[config.mk]
export PLATFORM = sky130hd
export DESIGN_NAME = i2c_regslave
export DESIGN_NICKNAME = d
export VERILOG_FILES = /design/src/rtl/i2cs_pkg.sv /design/src/rtl/i2cs_linesync.sv /design/src/rtl/i2cs_regbank.sv /design/src/rtl/i2c_regslave.sv
export SDC_FILE = /design/constraint.sdc
export NUM_CORES = 1
export LEC_CHECK = 0
export BUFFER_PORTS_ARGS = -buffer_cell sky130_fd_sc_hd__buf_4
export CORE_MARGIN = 5
export CORE_UTILIZATION = 57
export CTS_BUF_LIST = sky130_fd_sc_hd__clkbuf_8 sky130_fd_sc_hd__clkbuf_16
export CTS_CLUSTER_SIZE = 28
export DETAILED_ROUTE_END_ITERATION = 6
export GPL_ROUTABILITY_DRIVEN = 1
export PLACE_DENSITY = 0.81
export SLEW_MARGIN = 20
export SYNTH_ARGS = -nofsm -noshare
export SYNTH_HDL_FRONTEND = slang
export SYNTH_SLANG_ARGS = --single-unit
[constraint.sdc]
create_clock -name clk -period 2.45 [get_ports clk]
set_input_delay 0.6125 -clock clk [delete_from_list [all_inputs] [get_ports clk]]
set_output_delay 0.6125 -clock clk [all_outputs]
set_load 0.05 [all_outputs]
[src/rtl/i2cs_pkg.sv]
package i2cs_pkg;

    typedef enum logic [2:0] {
        ST_IDLE,
        ST_ADDR,
        ST_ADDR_ACK,
        ST_WR,
        ST_WR_ACK,
        ST_RD,
        ST_RD_ACK,
        ST_SKIP
    } slv_state_e;

    localparam int BYTE_W = 8;
    localparam int BITS_PER_BYTE = 8;

endpackage

[src/rtl/i2cs_linesync.sv]
module i2cs_linesync #(
    parameter int STAGES = 2
) (
    input  logic clk,
    input  logic rst_n,
    input  logic line_i,
    output logic level_o,
    output logic rise_o,
    output logic fall_o
);
    logic [STAGES-1:0] sync_q;
    logic              last_q;

    // Idle bus level is high, so reset to ones to avoid a false edge.
    always_ff @(posedge clk or negedge rst_n) begin
        if (!rst_n) begin
            sync_q <= '1;
            last_q <= 1'b1;
        end else begin
            sync_q <= {sync_q[STAGES-2:0], line_i};
            last_q <= sync_q[STAGES-1];
        end
    end

    assign level_o = sync_q[STAGES-1];
    assign rise_o  = sync_q[STAGES-1] & ~last_q;
    assign fall_o  = ~sync_q[STAGES-1] & last_q;
endmodule

[src/rtl/i2cs_regbank.sv]
module i2cs_regbank #(
    parameter int NUM_REGS = 16,
    parameter int IDX_W    = 4
) (
    input  logic                  clk,
    input  logic                  rst_n,
    input  logic                  we_i,
    input  logic [IDX_W-1:0]      waddr_i,
    input  logic [7:0]            wdata_i,
    input  logic [IDX_W-1:0]      raddr_i,
    output logic [7:0]            rdata_o,
    output logic [NUM_REGS*8-1:0] regs_o
);
    logic [7:0] mem_q [NUM_REGS];

    for (genvar g = 0; g < NUM_REGS; g++) begin : g_reg
        always_ff @(posedge clk or negedge rst_n) begin
            if (!rst_n) begin
                mem_q[g] <= '0;
            end else if (we_i && (waddr_i == IDX_W'(g))) begin
                mem_q[g] <= wdata_i;
            end
        end
        assign regs_o[g*8 +: 8] = mem_q[g];
    end

    assign rdata_o = mem_q[raddr_i];
endmodule

[src/rtl/i2c_regslave.sv]
module i2c_regslave
    import i2cs_pkg::*;
#(
    parameter logic [6:0] DEV_ADDR    = 7'h2A,
    parameter int         NUM_REGS    = 16,
    parameter int         SYNC_STAGES = 2
) (
    input  logic                  clk,
    input  logic                  rst_n,
    input  logic                  scl_i,
    input  logic                  sda_i,
    output logic                  sda_oe_o,
    output logic [NUM_REGS*8-1:0] regs_o
);
    localparam int IDX_W = (NUM_REGS > 1) ? $clog2(NUM_REGS) : 1;
    localparam int CNT_W = $clog2(BITS_PER_BYTE + 1);
    localparam logic [IDX_W-1:0] LAST_IDX = IDX_W'(NUM_REGS - 1);
    localparam logic [CNT_W-1:0] FULL_CNT = CNT_W'(BITS_PER_BYTE);

    typedef struct packed {
        slv_state_e        st;
        logic [CNT_W-1:0]  cnt;
        logic [BYTE_W-1:0] sh;
        logic [IDX_W-1:0]  ptr;
        logic              first;
        logic              rd;
        logic              nack;
        logic              oe;
    } ctx_t;

    // Line conditioning: one synchronizer per bus line
    logic [1:0] lvl, rise, fall;
    logic [1:0] line_in;
    assign line_in = {sda_i, scl_i};

    for (genvar i = 0; i < 2; i++) begin : g_line
        i2cs_linesync #(.STAGES(SYNC_STAGES)) u_sync (
            .clk     (clk),
            .rst_n   (rst_n),
            .line_i  (line_in[i]),
            .level_o (lvl[i]),
            .rise_o  (rise[i]),
            .fall_o  (fall[i])
        );
    end

    logic scl_lvl, scl_rise, scl_fall, sda_lvl;
    logic start_det, stop_det;
    assign scl_lvl   = lvl[0];
    assign scl_rise  = rise[0];
    assign scl_fall  = fall[0];
    assign sda_lvl   = lvl[1];
    assign start_det = scl_lvl & ~scl_rise & fall[1];
    assign stop_det  = scl_lvl & ~scl_rise & rise[1];

    // Register bank
    ctx_t              q, d;
    logic              wr_en;
    logic [BYTE_W-1:0] rd_byte;

    i2cs_regbank #(.NUM_REGS(NUM_REGS), .IDX_W(IDX_W)) u_bank (
        .clk     (clk),
        .rst_n   (rst_n),
        .we_i    (wr_en),
        .waddr_i (q.ptr),
        .wdata_i (q.sh),
        .raddr_i (q.ptr),
        .rdata_o (rd_byte),
        .regs_o  (regs_o)
    );

    function automatic logic [IDX_W-1:0] next_idx(input logic [IDX_W-1:0] p);
        return (p == LAST_IDX) ? '0 : p + 1'b1;
    endfunction

    // Next-state logic
    always_comb begin
        d     = q;
        wr_en = 1'b0;
        if (start_det) begin
            d.st   = ST_ADDR;
            d.cnt  = '0;
            d.oe   = 1'b0;
            d.nack = 1'b0;
        end else if (stop_det) begin
            d.st = ST_IDLE;
            d.oe = 1'b0;
        end else begin
            unique case (q.st)
                ST_ADDR: begin
                    if (scl_rise && q.cnt < FULL_CNT) begin
                        d.sh  = {q.sh[BYTE_W-2:0], sda_lvl};
                        d.cnt = q.cnt + 1'b1;
                    end else if (scl_fall && q.cnt == FULL_CNT) begin
                        if (q.sh[7:1] == DEV_ADDR) begin
                            d.rd = q.sh[0];
                            d.oe = 1'b1;
                            d.st = ST_ADDR_ACK;
                        end else begin
                            d.st = ST_SKIP;
                        end
                    end
                end
                ST_ADDR_ACK: begin
                    if (scl_fall) begin
                        d.cnt = '0;
                        if (q.rd) begin
                            d.sh = rd_byte;
                            d.oe = ~rd_byte[7];
                            d.st = ST_RD;
                        end else begin
                            d.oe    = 1'b0;
                            d.first = 1'b1;
                            d.st    = ST_WR;
                        end
                    end
                end
                ST_WR: begin
                    if (scl_rise && q.cnt < FULL_CNT) begin
                        d.sh  = {q.sh[BYTE_W-2:0], sda_lvl};
                        d.cnt = q.cnt + 1'b1;
                    end else if (scl_fall && q.cnt == FULL_CNT) begin
                        d.oe    = 1'b1;
                        d.st    = ST_WR_ACK;
                        d.first = 1'b0;
                        if (q.first) begin
                            d.ptr = q.sh[IDX_W-1:0];
                        end else begin
                            wr_en = 1'b1;
                            d.ptr = next_idx(q.ptr);
                        end
                    end
                end
                ST_WR_ACK: begin
                    if (scl_fall) begin
                        d.oe  = 1'b0;
                        d.cnt = '0;
                        d.st  = ST_WR;
                    end
                end
                ST_RD: begin
                    if (scl_rise && q.cnt < FULL_CNT) begin
                        d.cnt = q.cnt + 1'b1;
                    end else if (scl_fall) begin
                        if (q.cnt == FULL_CNT) begin
                            d.oe   = 1'b0;
                            d.nack = 1'b0;
                            d.ptr  = next_idx(q.ptr);
                            d.st   = ST_RD_ACK;
                        end else begin
                            d.sh = {q.sh[BYTE_W-2:0], 1'b0};
                            d.oe = ~q.sh[6];
                        end
                    end
                end
                ST_RD_ACK: begin
                    if (scl_rise) begin
                        d.nack = sda_lvl;
                    end else if (scl_fall) begin
                        if (q.nack) begin
                            d.st = ST_SKIP;
                        end else begin
                            d.sh  = rd_byte;
                            d.oe  = ~rd_byte[7];
                            d.cnt = '0;
                            d.st  = ST_RD;
                        end
                    end
                end
                default: begin
                    d.oe = 1'b0;
                end
            endcase
        end
    end

    always_ff @(posedge clk or negedge rst_n) begin
        if (!rst_n) begin
            q.st    <= ST_IDLE;
            q.cnt   <= '0;
            q.sh    <= '0;
            q.ptr   <= '0;
            q.first <= 1'b0;
            q.rd    <= 1'b0;
            q.nack  <= 1'b0;
            q.oe    <= 1'b0;
        end else begin
            q <= d;
        end
    end

    slv_state_e st_now;
    assign st_now   = q.st;
    assign sda_oe_o = q.oe;
endmodule

Word-level counts from Yosys, hierarchy flattened
Cells that the tools add are included.
{ "op_classes": {"n_bitwise": 18, "n_eq_ne": 60, "reduce_logical": 34, "n_lt_le_gt_ge": 2, "addsub": 2, "muxes": 68} }
{ "ops": {"columns": ["op", "n"], "rows": [
  ["$ne A4 B4 Y1 const B", 13],
  ["$mux W12", 4],
  ["$mux W15", 3],
  ["$pmux W7 S6", 1],
  ["$eq A4 B4 Y1 const B", 9],
  ["$reduce_and A12 Y1", 3],
  ["$bmux W8 S4", 1],
  ["$mux W8", 4],
  ["$pmux W8 S4", 1],
  ["$mux W3", 10],
  ["$ne A3 B3 Y1 const B", 10],
  ["$mux W1", 27],
  ["$ne A2 B2 Y1 const B", 13],
  ["$mux W19", 1],
  ["$logic_and A1 B1 Y1", 18],
  ["$eq A4 B3 Y1 const B", 4],
  ["$mux W4", 4],
  ["$reduce_and A8 Y1", 2],
  ["$mux W7", 2],
  ["$reduce_and A6 Y1", 2],
  ["$mux W5", 2],
  ["$not A1 Y1", 10],
  ["$eq A3 B3 Y1 const B", 3],
  ["$add A4 B1 Y4 const B", 2],
  ["22 further kinds", 35]
]} }
{ "totals": {"regBits": 157} }

Longest topological paths before layout
Gate-level depths: netlist of the first run.
{ "logic_depth": {"word_depth": 11, "mapped_depth": 8, "ltp_nobuf": 7} }

Cells and area by module
From an unflattened synthesis of the first run, not the netlist that was laid out.
{ "unflattened": {"hier_cells": 570, "area_unflattened_um2": 7732.4} }
{ "by_module_without_submodules": {"columns": ["mod", "area_per_inst_um2", "instances", "cells_each", "seq_area_each_um2"], "rows": [
  ["i2cs_regbank", 5803.1, 1, 364, 3203.1],
  ["i2c_regslave", 1741.7, 1, 196, 575.6],
  ["i2cs_linesync", 93.8, 2, 5, 78.8]
]} }

Worst setup path before layout of the first run
OpenSTA, ideal clock, no wires.
{ "synth_path": {"path_type": "register to register", "from": "register q[16] (netlist name)", "to": "register u_bank.mem_q, in the netlist u_bank.regs_o[104]", "required_time_ns": 2.325, "path_stages_with_launch": 8, "path_slack_ns": 0.361, "t_arrival_ns": 1.965, "path_cell_list": "dfrtp_1 > inv_1 > ha_1 > nand3b_1 > nor4_4 > nand2_1 > nor2_2 > mux2_2"} }
{ "synth_between": {"elab_chain_cells": 8, "elab_cells_between_ends": 10} }
{ "synth_lines": {"columns": ["element", "line", "rtl"], "rows": [
  ["start: declaration", "i2c_regslave.sv:57", "ctx_t q, d;"],
  ["branches (longest 3 deep; another with $lt A4 B4 Y1)", null, null],
  ["$mux W1 *", "i2c_regslave.sv:119", "if (scl_rise && q.cnt < FULL_CNT) begin"],
  ["$mux W1 *", "i2c_regslave.sv:89", "unique case (q.st)"],
  ["$mux W1 *", "i2c_regslave.sv:85", "end else if (stop_det) begin"],
  ["$mux W1 *", "i2c_regslave.sv:80", "if (start_det) begin"],
  ["$logic_and A1 B1 Y1 *", "i2cs_regbank.sv:20", "end else if (we_i && (waddr_i == IDX_W'(g))) begin"],
  ["end signal: indexed assignment", "i2cs_regbank.sv:21", "mem_q[g] <= wdata_i;"],
  ["end: declaration", "i2cs_regbank.sv:14", "logic [7:0] mem_q [NUM_REGS];"]
]} }
Mark *: on every way between the ends.
A chain may end at the register's enable or synchronous reset.

Worst setup path after layout of the first run
{ "layout_path": {"from": "register q[16] (netlist name)", "to": "register u_bank.mem_q, in the netlist u_bank.regs_o[83]"} }
Same word-level chain as after synthesis.

==> results of run 1 <==
==> placed cells by master, fill, tap and decap left out, types with 13 or more instances in the layout <==
| master | count |
|---|---|
| clkbuf_16 | 17 |
| dfrtp_1 | 150 |
| o21ai_0 | 29 |
| nand2_1 | 29 |
| buf_12 | 13 |
| nand3_1 | 13 |
| buf_4 | 167 |
| nor2_1 | 14 |
| mux2_2 | 129 |
| mux4_2 | 31 |
==> critical path, stage by stage, from the launching register on <==
cell,delay [ns]
dfrtp_1,0.42
inv_1,0.08
ha_1,0.15
nand3b_1,0.19
nor4_4,0.31
nand2_1,0.25
nor2_2,0.26
buf_4,0.20
mux2_2,0.34
==> metal layers <==
layer | up-vias | wire, um
met4 | 0 | 694
met1 | 3043 | 8846
met3 | 57 | 1754
met5 | - | 0
met2 | 298 | 11360
li1 | 2504 | -
==> sequential cells by signal, summed over array words and instances, names as in the netlist <==
name and flops:
g_line.u_sync.last_q 2, u_bank.regs_o 128, sda_oe_o 1, g_line.u_sync.sync_q 4
q 19, st_now 3
==> cells by family (layout without fill, tap and decap cells) <==
kind of cell / Yosys count / in the layout / share of synthesized area
adders and majority gates: 6 / 6 / 0.009669
xor gates and xnor gates: 1 / 1 / 0.001128
DFF: 157 / 157 / 0.5070
and+or+nand+nor: 117 / 117 / 0.08784
AOI/OAI and AO/OA: 89 / 89 / 0.07542
buffers and inverters: 49 / 217 / 0.02772
muxes: 171 / 171 / 0.2912
==> worst min-delay path by stage <==
| stage | from | to | slack (ns) | cells after the start |
|---|---|---|---|---|
| 2_1_floorplan | rst_n | q[10]$_DFFE_PN0P_ | 0.32 | 0 |
| 3_3_place_gp | g_line[1].u_sync.sync_q[0]$_DFF_PN1_ | g_line[1].u_sync.sync_q[1]$_DFF_PN1_ | 0.35 | 0 |
| 3_5_place_dp | g_line[0].u_sync.sync_q[0]$_DFF_PN1_ | g_line[0].u_sync.sync_q[1]$_DFF_PN1_ | 0.35 | 0 |
| 4_1_cts | rst_n | q[19]$_DFFE_PN0P_ | 0.09 | 1 |
| 5_1_grt | rst_n | q[19]$_DFFE_PN0P_ | 0.1 | 1 |
| 6_report | rst_n | u_bank.regs_o[111]$_DFFE_PN0P_ | 0.08 | 1 |
==> cells in the mapped netlist, types with 2 or more instances <==
| cell | instances |
|---|---|
| o21ai_0 | 29 |
| o211a_1 | 2 |
| o31ai_1 | 2 |
| nor3_1 | 5 |
| buf_1 | 2 |
| a21oi_1 | 11 |
| clkbuf_1 | 22 |
| nor2_2 | 12 |
| a21bo_2 | 2 |
| nand2_1 | 30 |
| or3b_2 | 2 |
| ha_1 | 6 |
| a2111oi_0 | 2 |
| a211oi_1 | 5 |
| o22ai_1 | 4 |
| or2_2 | 2 |
| mux4_2 | 31 |
| nor2b_1 | 6 |
| and3b_1 | 2 |
| dfrtp_1 | 151 |
| o211ai_1 | 7 |
| buf_2 | 15 |
| nand3b_1 | 4 |
| nand3_1 | 13 |
| nand2b_1 | 8 |
| dfstp_2 | 6 |
| mux2_2 | 129 |
| a31oi_1 | 3 |
| mux2i_1 | 11 |
| or3_1 | 3 |
| nor2_1 | 14 |
| nor3_4 | 4 |
| inv_1 | 7 |
| a22oi_1 | 10 |
==> final cells by class <==
type                    count  area [sq um]  share of cell area
flip-flops and latches    157          3938              0.3974
multi-input cells         384          3616              0.3650
repair buffers            181          1525              0.1540
clock buffers              18         439.2             0.04433
well taps                 176         220.2             0.02223
clock inverters            11         142.6             0.01440
inverters                   7         26.28            0.002652
==> power groups by stage <==
stage | Clock [W] | Sequential (W) | Combinational (W)
3_3_place_gp | 0 | 0.00283 | 0.000795
2_1_floorplan | 0 | 0.00279 | 0.000558
4_1_cts | 0.00269 | 0.00279 | 0.000830
6_report | 0.00265 | 0.00280 | 0.000850
3_5_place_dp | 0 | 0.00284 | 0.000815
5_1_grt | 0.00281 | 0.00281 | 0.000925
==> metrics by stage <==
step / total power (W) / hold slack (ns) / cell area, sq um
2_1_floorplan: 0.003351 / 0.3169 / 7764
3_3_place_gp: 0.003627 / 0.3476 / 9321
4_1_cts: 0.006310 / 0.09328 / 9903
6_report: 0.006296 / 0.07723 / 9907
5_1_grt: 0.006541 / 0.09533 / 9907
3_5_place_dp: 0.003651 / 0.3494 / 9321
==> metrics.md, run 1 <==
| Metric | Value |
|---|---|
| Fin cells | `934` |
| Root buffer cell | `clkbuf_16` |
| First-pass GRT wire length | `approximately 36000 um` |
| Post-DRT Antenna Nets | `0` |
| Number of synthesized flops with an enable pin | `0` |
| Worst skew pair latency | `between 0.4 and 0.5 ns` |
| Grt peak-use layer | `met2` |
| Met2 Usage GRT | `0.4745` |
| Initial core utilization | `0.5839` |
| Synth area leader | `dfrtp_1` |
| CTS Sinks | `around 160` |
| Final Skew | `approximately 0.0086 ns` |
| Placed cells | `between 900 and 1000` |
| Number of global-route vias before repair | `~6400` |
| Min Tclk post-route | `roughly 2.3 ns` |
| Synth Flop Type | `dfrtp_1` |
| Synthesized Nets | `600` |
| Crit Path Max Fanout | `6` |
| Fin worst setup slack | `between 0.1 and 0.15 ns` |
| Cts bufs inserted | `17` |
| Asr flop ratio synth | `1.000` |
| Synth unique cells | `62` |
| Synth area leaders | `dfrtp_1, mux2_2, mux4_2` |
| R2r endpoint | `u_bank.regs_o[83]$_DFFE_PN0P_` |
| Clock slew at reported path FFs | `around 0.06 ns` |
| # hold bufs at CTS | `0` |
| Die ar. | `0.01605 sq mm` |
| Wirelength per Cell | `24.26 um` |
| Clock Tree Buf Depth | `2` |
| Power share of the clock group | `0.420` |
| Setup bufs post-CTS | `0` |
| R2R depth | `8` |
| Nets@finish | `roughly 760` |
| Post-DP HPWL | `~16000 um` |
| Vias per inst | `approximately 6.3` |
| Sequential fraction of the synthesis area | `0.5070` |
| Post-synth top area share | `0.4867` |
| 1st-iter DRT viols | `537` |
| Net Sw Power | `between 0.0015 and 0.002 W` |
| Worst slew pin tran | `roughly 0.77 ns` |
| Die width | `around 130 um` |
| Total wire length | `roughly 23000 um` |
| RR Startpoint | `q[16]$_DFFE_PN0P_` |
| CP required | `about 2.8 ns` |
| Worst Path Class, Setup | `register to register` |
| Antenna cells | `0` |
| Post-route setup TNS | `0 ns` |
| Gr ovfl total | `0` |
| Reg power frac | `0.445` |
| R2R Setup Slk | `between 0.1 and 0.15 ns` |
| IO buf count | `around 130` |
| RSZ-0062 raised after global routing | `yes` |
| Power density over the cells | `about 640 mW/mm^2` |
| # fillers | `between 800 and 900` |
| Final setup viols | `0` |
| IO Count | `133` |
| CP arrival | `2.63 ns` |
| Combinational Power Share | `0.135` |
| Drt drc | `0` |
| Flops & latches, synth | `~160` |
| Lkg Pwr | `4.759 nW` |
| Hold/Removal Path Class | `input pin to async pin` |
| Die Y | `126.7 um` |
| Critical path capture point type | `register` |
| Internal cell power | `between 0.004 and 0.005 W` |
| Vias | `5902` |
| Post-Syn Instances | `590` |
| Initial antenna violation count | `0` |
| Status | `finished clean` |
| Switching Fraction | `0.2726` |
| Slew headroom | `0.4893` |
| Post-Place Worst Slack | `~0.066 ns` |
| Share of cells above drive strength 1 | `0.5330` |
| Final Cycle Share | `0.9463` |
| CP startpoint | `q[16]$_DFFE_PN0P_` |
| Pre-antenna DRT Iters | `7` |
| GR Util All Layers | `0.2913` |
| Post-layout util | `0.7452` |
| Row count | `42` |
| H-tree depth | `4` |
| Largest net degree at the start of global routing | `57` |
| Final Hold Viols | `0` |
| PostCTS Resize Cnt | `0` |
| Final Max Slew Viols | `0` |
| Routability cong. | `between 0.9 and 1` |
| Fmax | `about 430 MHz` |
| Synth-to-layout area growth | `27.61%` |
| Setup crit end | `u_bank.regs_o[83]$_DFFE_PN0P_` |
| M3 GR Usage | `0.06894` |
| Crit path launch type | `register` |
| Syn_area_per_cell | `approximately 13 sq um` |
| Core Area | `between 0.01 and 0.015 sq mm` |
| TritonCTS clock tree | `yes` |
| Max cap viols | `0` |
| Mapped Area | `between 0.007 and 0.008 sq mm` |
| Met1 Use GR | `0.3820` |
| Worst vdd ir | `0.5020 mV` |
| Synthesis Warnings | `0` |
Note: power is estimated with default switching activity, not from simulation.
==> run 2, diff against run 1 <==
Settings changed: CORE_ASPECT_RATIO from default to 1.5.
==> run 2 against run 1 <==
Compared with the run above: final area down 0.43%; sequential share of layout area up 0.17 points; maximum frequency is 2.9% lower; via count decreased by 0.54%; combinational power is 2% lower; cell count shrank 0.96%; global-route usage rose by 0.33 points; total power shrank 1.4%; non-clock buffer count increased by 2; largest power group unchanged.
==> metrics.md, run 2 (synthesis gave the netlist of run 1 again) <==
| Metric | Value |
|---|---|
| Vias | `approximately 5900` |
| Max cap viols | `0` |
| CP required | `between 2 and 3 ns` |
| Antenna cells | `0` |
| Vias per inst | `6.346` |
| Power density over the cells | `about 630 mW/mm^2` |
| First-pass GRT wire length | `36430 um` |
| Total wire length | `22990 um` |
| Routability cong. | `~0.94` |
| Final setup viols | `0` |
| Fin worst setup slack | `between 0.06 and 0.07 ns` |
| Nets@finish | `760` |
| Status | `finished clean` |
| Number of global-route vias before repair | `6381` |
| Post-Place Worst Slack | `between 0.09 and 0.1 ns` |
| Commonest non-fill, non-tap cells in the layout | `buf_4, dfrtp_1, mux2_2, mux4_2, nand2_1` |
| Final Hold Viols | `0` |
| Lkg Pwr | `~4.8 nW` |
| Post-route setup TNS | `0 ns` |
| TritonCTS clock tree | `yes` |
| Final Skew | `approximately 0.010 ns` |
| IO Count | `between 100 and 150` |
| Worst slew pin tran | `roughly 0.75 ns` |
| PostCTS Resize Cnt | `0` |
| # hold bufs at CTS | `0` |
| Row count | `between 50 and 60` |
| 1st-iter DRT viols | `about 370` |
| Final Max Slew Viols | `0` |
| Wirelength per Cell | `around 25 um` |
| CTS Sinks | `~160` |
| GR Util All Layers | `0.2946` |
| Cts bufs inserted | `17` |
| Gr ovfl total | `0` |
| Fin Hold WS | `0.1151 ns` |
| Drt drc | `0` |
| # fillers | `856` |
| Pwr Total | `about 0.0062 W` |
| Crit path launch type | `register` |
| Worst vdd ir | `roughly 0.40 mV` |
| Slew headroom | `0.5025` |
| H-tree depth | `4` |
| Min Tclk post-route | `~2.4 ns` |
| Core Area | `0.01347 sq mm` |
| Clock slew at reported path FFs | `about 0.07 ns` |
| RSZ-0062 raised after global routing | `yes` |
| Crit Path Max Fanout | `8` |
| Clock Tree Buf Depth | `2` |
| Placed cell areas | `between 0.009 and 0.01 sq mm` |
| Share of cells above drive strength 1 | `0.5360` |
| Initial core utilization | `0.5765` |
| Initial antenna violation count | `0` |
| Worst Path Class, Setup | `register to register` |
| Post-DP HPWL | `around 16000 um` |
| Largest net degree at the start of global routing | `63` |
| Commonest non-fill, non-tap cell in the layout | `buf_4` |
| Post-layout instance area | `0.009864 sq mm` |
| Hold/Removal Path Class | `input pin to async pin` |
| Setup bufs post-CTS | `0` |
| Die width | `roughly 110 um` |
| Die ar. | `0.01610 sq mm` |
| Pre-antenna DRT Iters | `7` |
| IO buf count | `~130` |
| Synth-to-layout area growth | `27.06%` |
| Final Cycle Share | `0.9741` |
| Fmax | `~420 MHz` |
| Worst skew pair latency | `0.43 ns` |
| Post-DRT Antenna Nets | `0` |
| Max reg flops | `approximately 130` |
| Die Y | `around 150 um` |
| Root buffer cell | `clkbuf_16` |
| CP arrival | `2.70 ns` |
| Critical path capture point type | `register` |
run 2: cell types whose count changed in the layout (fill, tap and decap cells not counted), moves of 2 or more:
cell,previous run,this run
inv_8,0,5
bufinv_16,3,0
clkinv_2,3,1
buf_4,167,171
buf_12,13,11
inv_6,3,5
run 2: final cells by class:
cell class,count,area [sq um],area share
timing repair buffer,183,1515,0.1536
sequential,157,3938,0.3992
inverter,7,26.28,0.002664
clock buffer,17,425.4,0.04313
tap,162,202.7,0.02055
multi-input combinational,384,3612,0.3662
clock inverter,15,145.1,0.01471
run 2: layer usage:
layer  vias up  GRT usage  wire (um)
met3        84    0.05696       1271
li1       2521          -          -
met4         0     0.1795       1355
met1      2999     0.3262       7950
met5         -          0          0
met2       266     0.5173      12410
run 2: path summary, 6_finish.rpt:
check                                                     start                                    to  slack (ns)  depth (start not counted)
hold / removal                                            rst_n         u_bank.regs_o[96]$_DFFE_PN0P_        0.12                          1
min in group clk                                          sda_i  g_line[1].u_sync.sync_q[0]$_DFF_PN1_        0.29                          1
max in group asynchronous                                 rst_n     g_line[1].u_sync.last_q$_DFF_PN1_        1.63                          2
setup / recovery                              q[16]$_DFFE_PN0P_          u_bank.regs_o[7]$_DFFE_PN0P_        0.06                          8
hold reg to reg            g_line[1].u_sync.sync_q[0]$_DFF_PN1_  g_line[1].u_sync.sync_q[1]$_DFF_PN1_        0.36                          0
setup reg to reg                              q[16]$_DFFE_PN0P_          u_bank.regs_o[7]$_DFFE_PN0P_        0.06                          8
run 2: per-stage QoR:
stage	cells	utilization
floorplan	590	-
global placement	893	0.6901
detailed placement	893	0.6901
CTS	925	0.7324
global route	925	0.7324
finish	925	0.7324
run 2: report_power, final:
group	internal, W	switching, W
Combinational	0.000306	0.000524
Sequential	0.00267	0.000136
Clock	0.00135	0.00122
run 2: worst max-delay path, cell delays in order, from the launching register on:
cell,delay [ns]
dfrtp_1,0.42
inv_1,0.07
ha_1,0.15
nand3b_1,0.18
nor4_4,0.39
nand2_1,0.26
nor3_4,0.18
buf_4,0.24
mux2_2,0.36
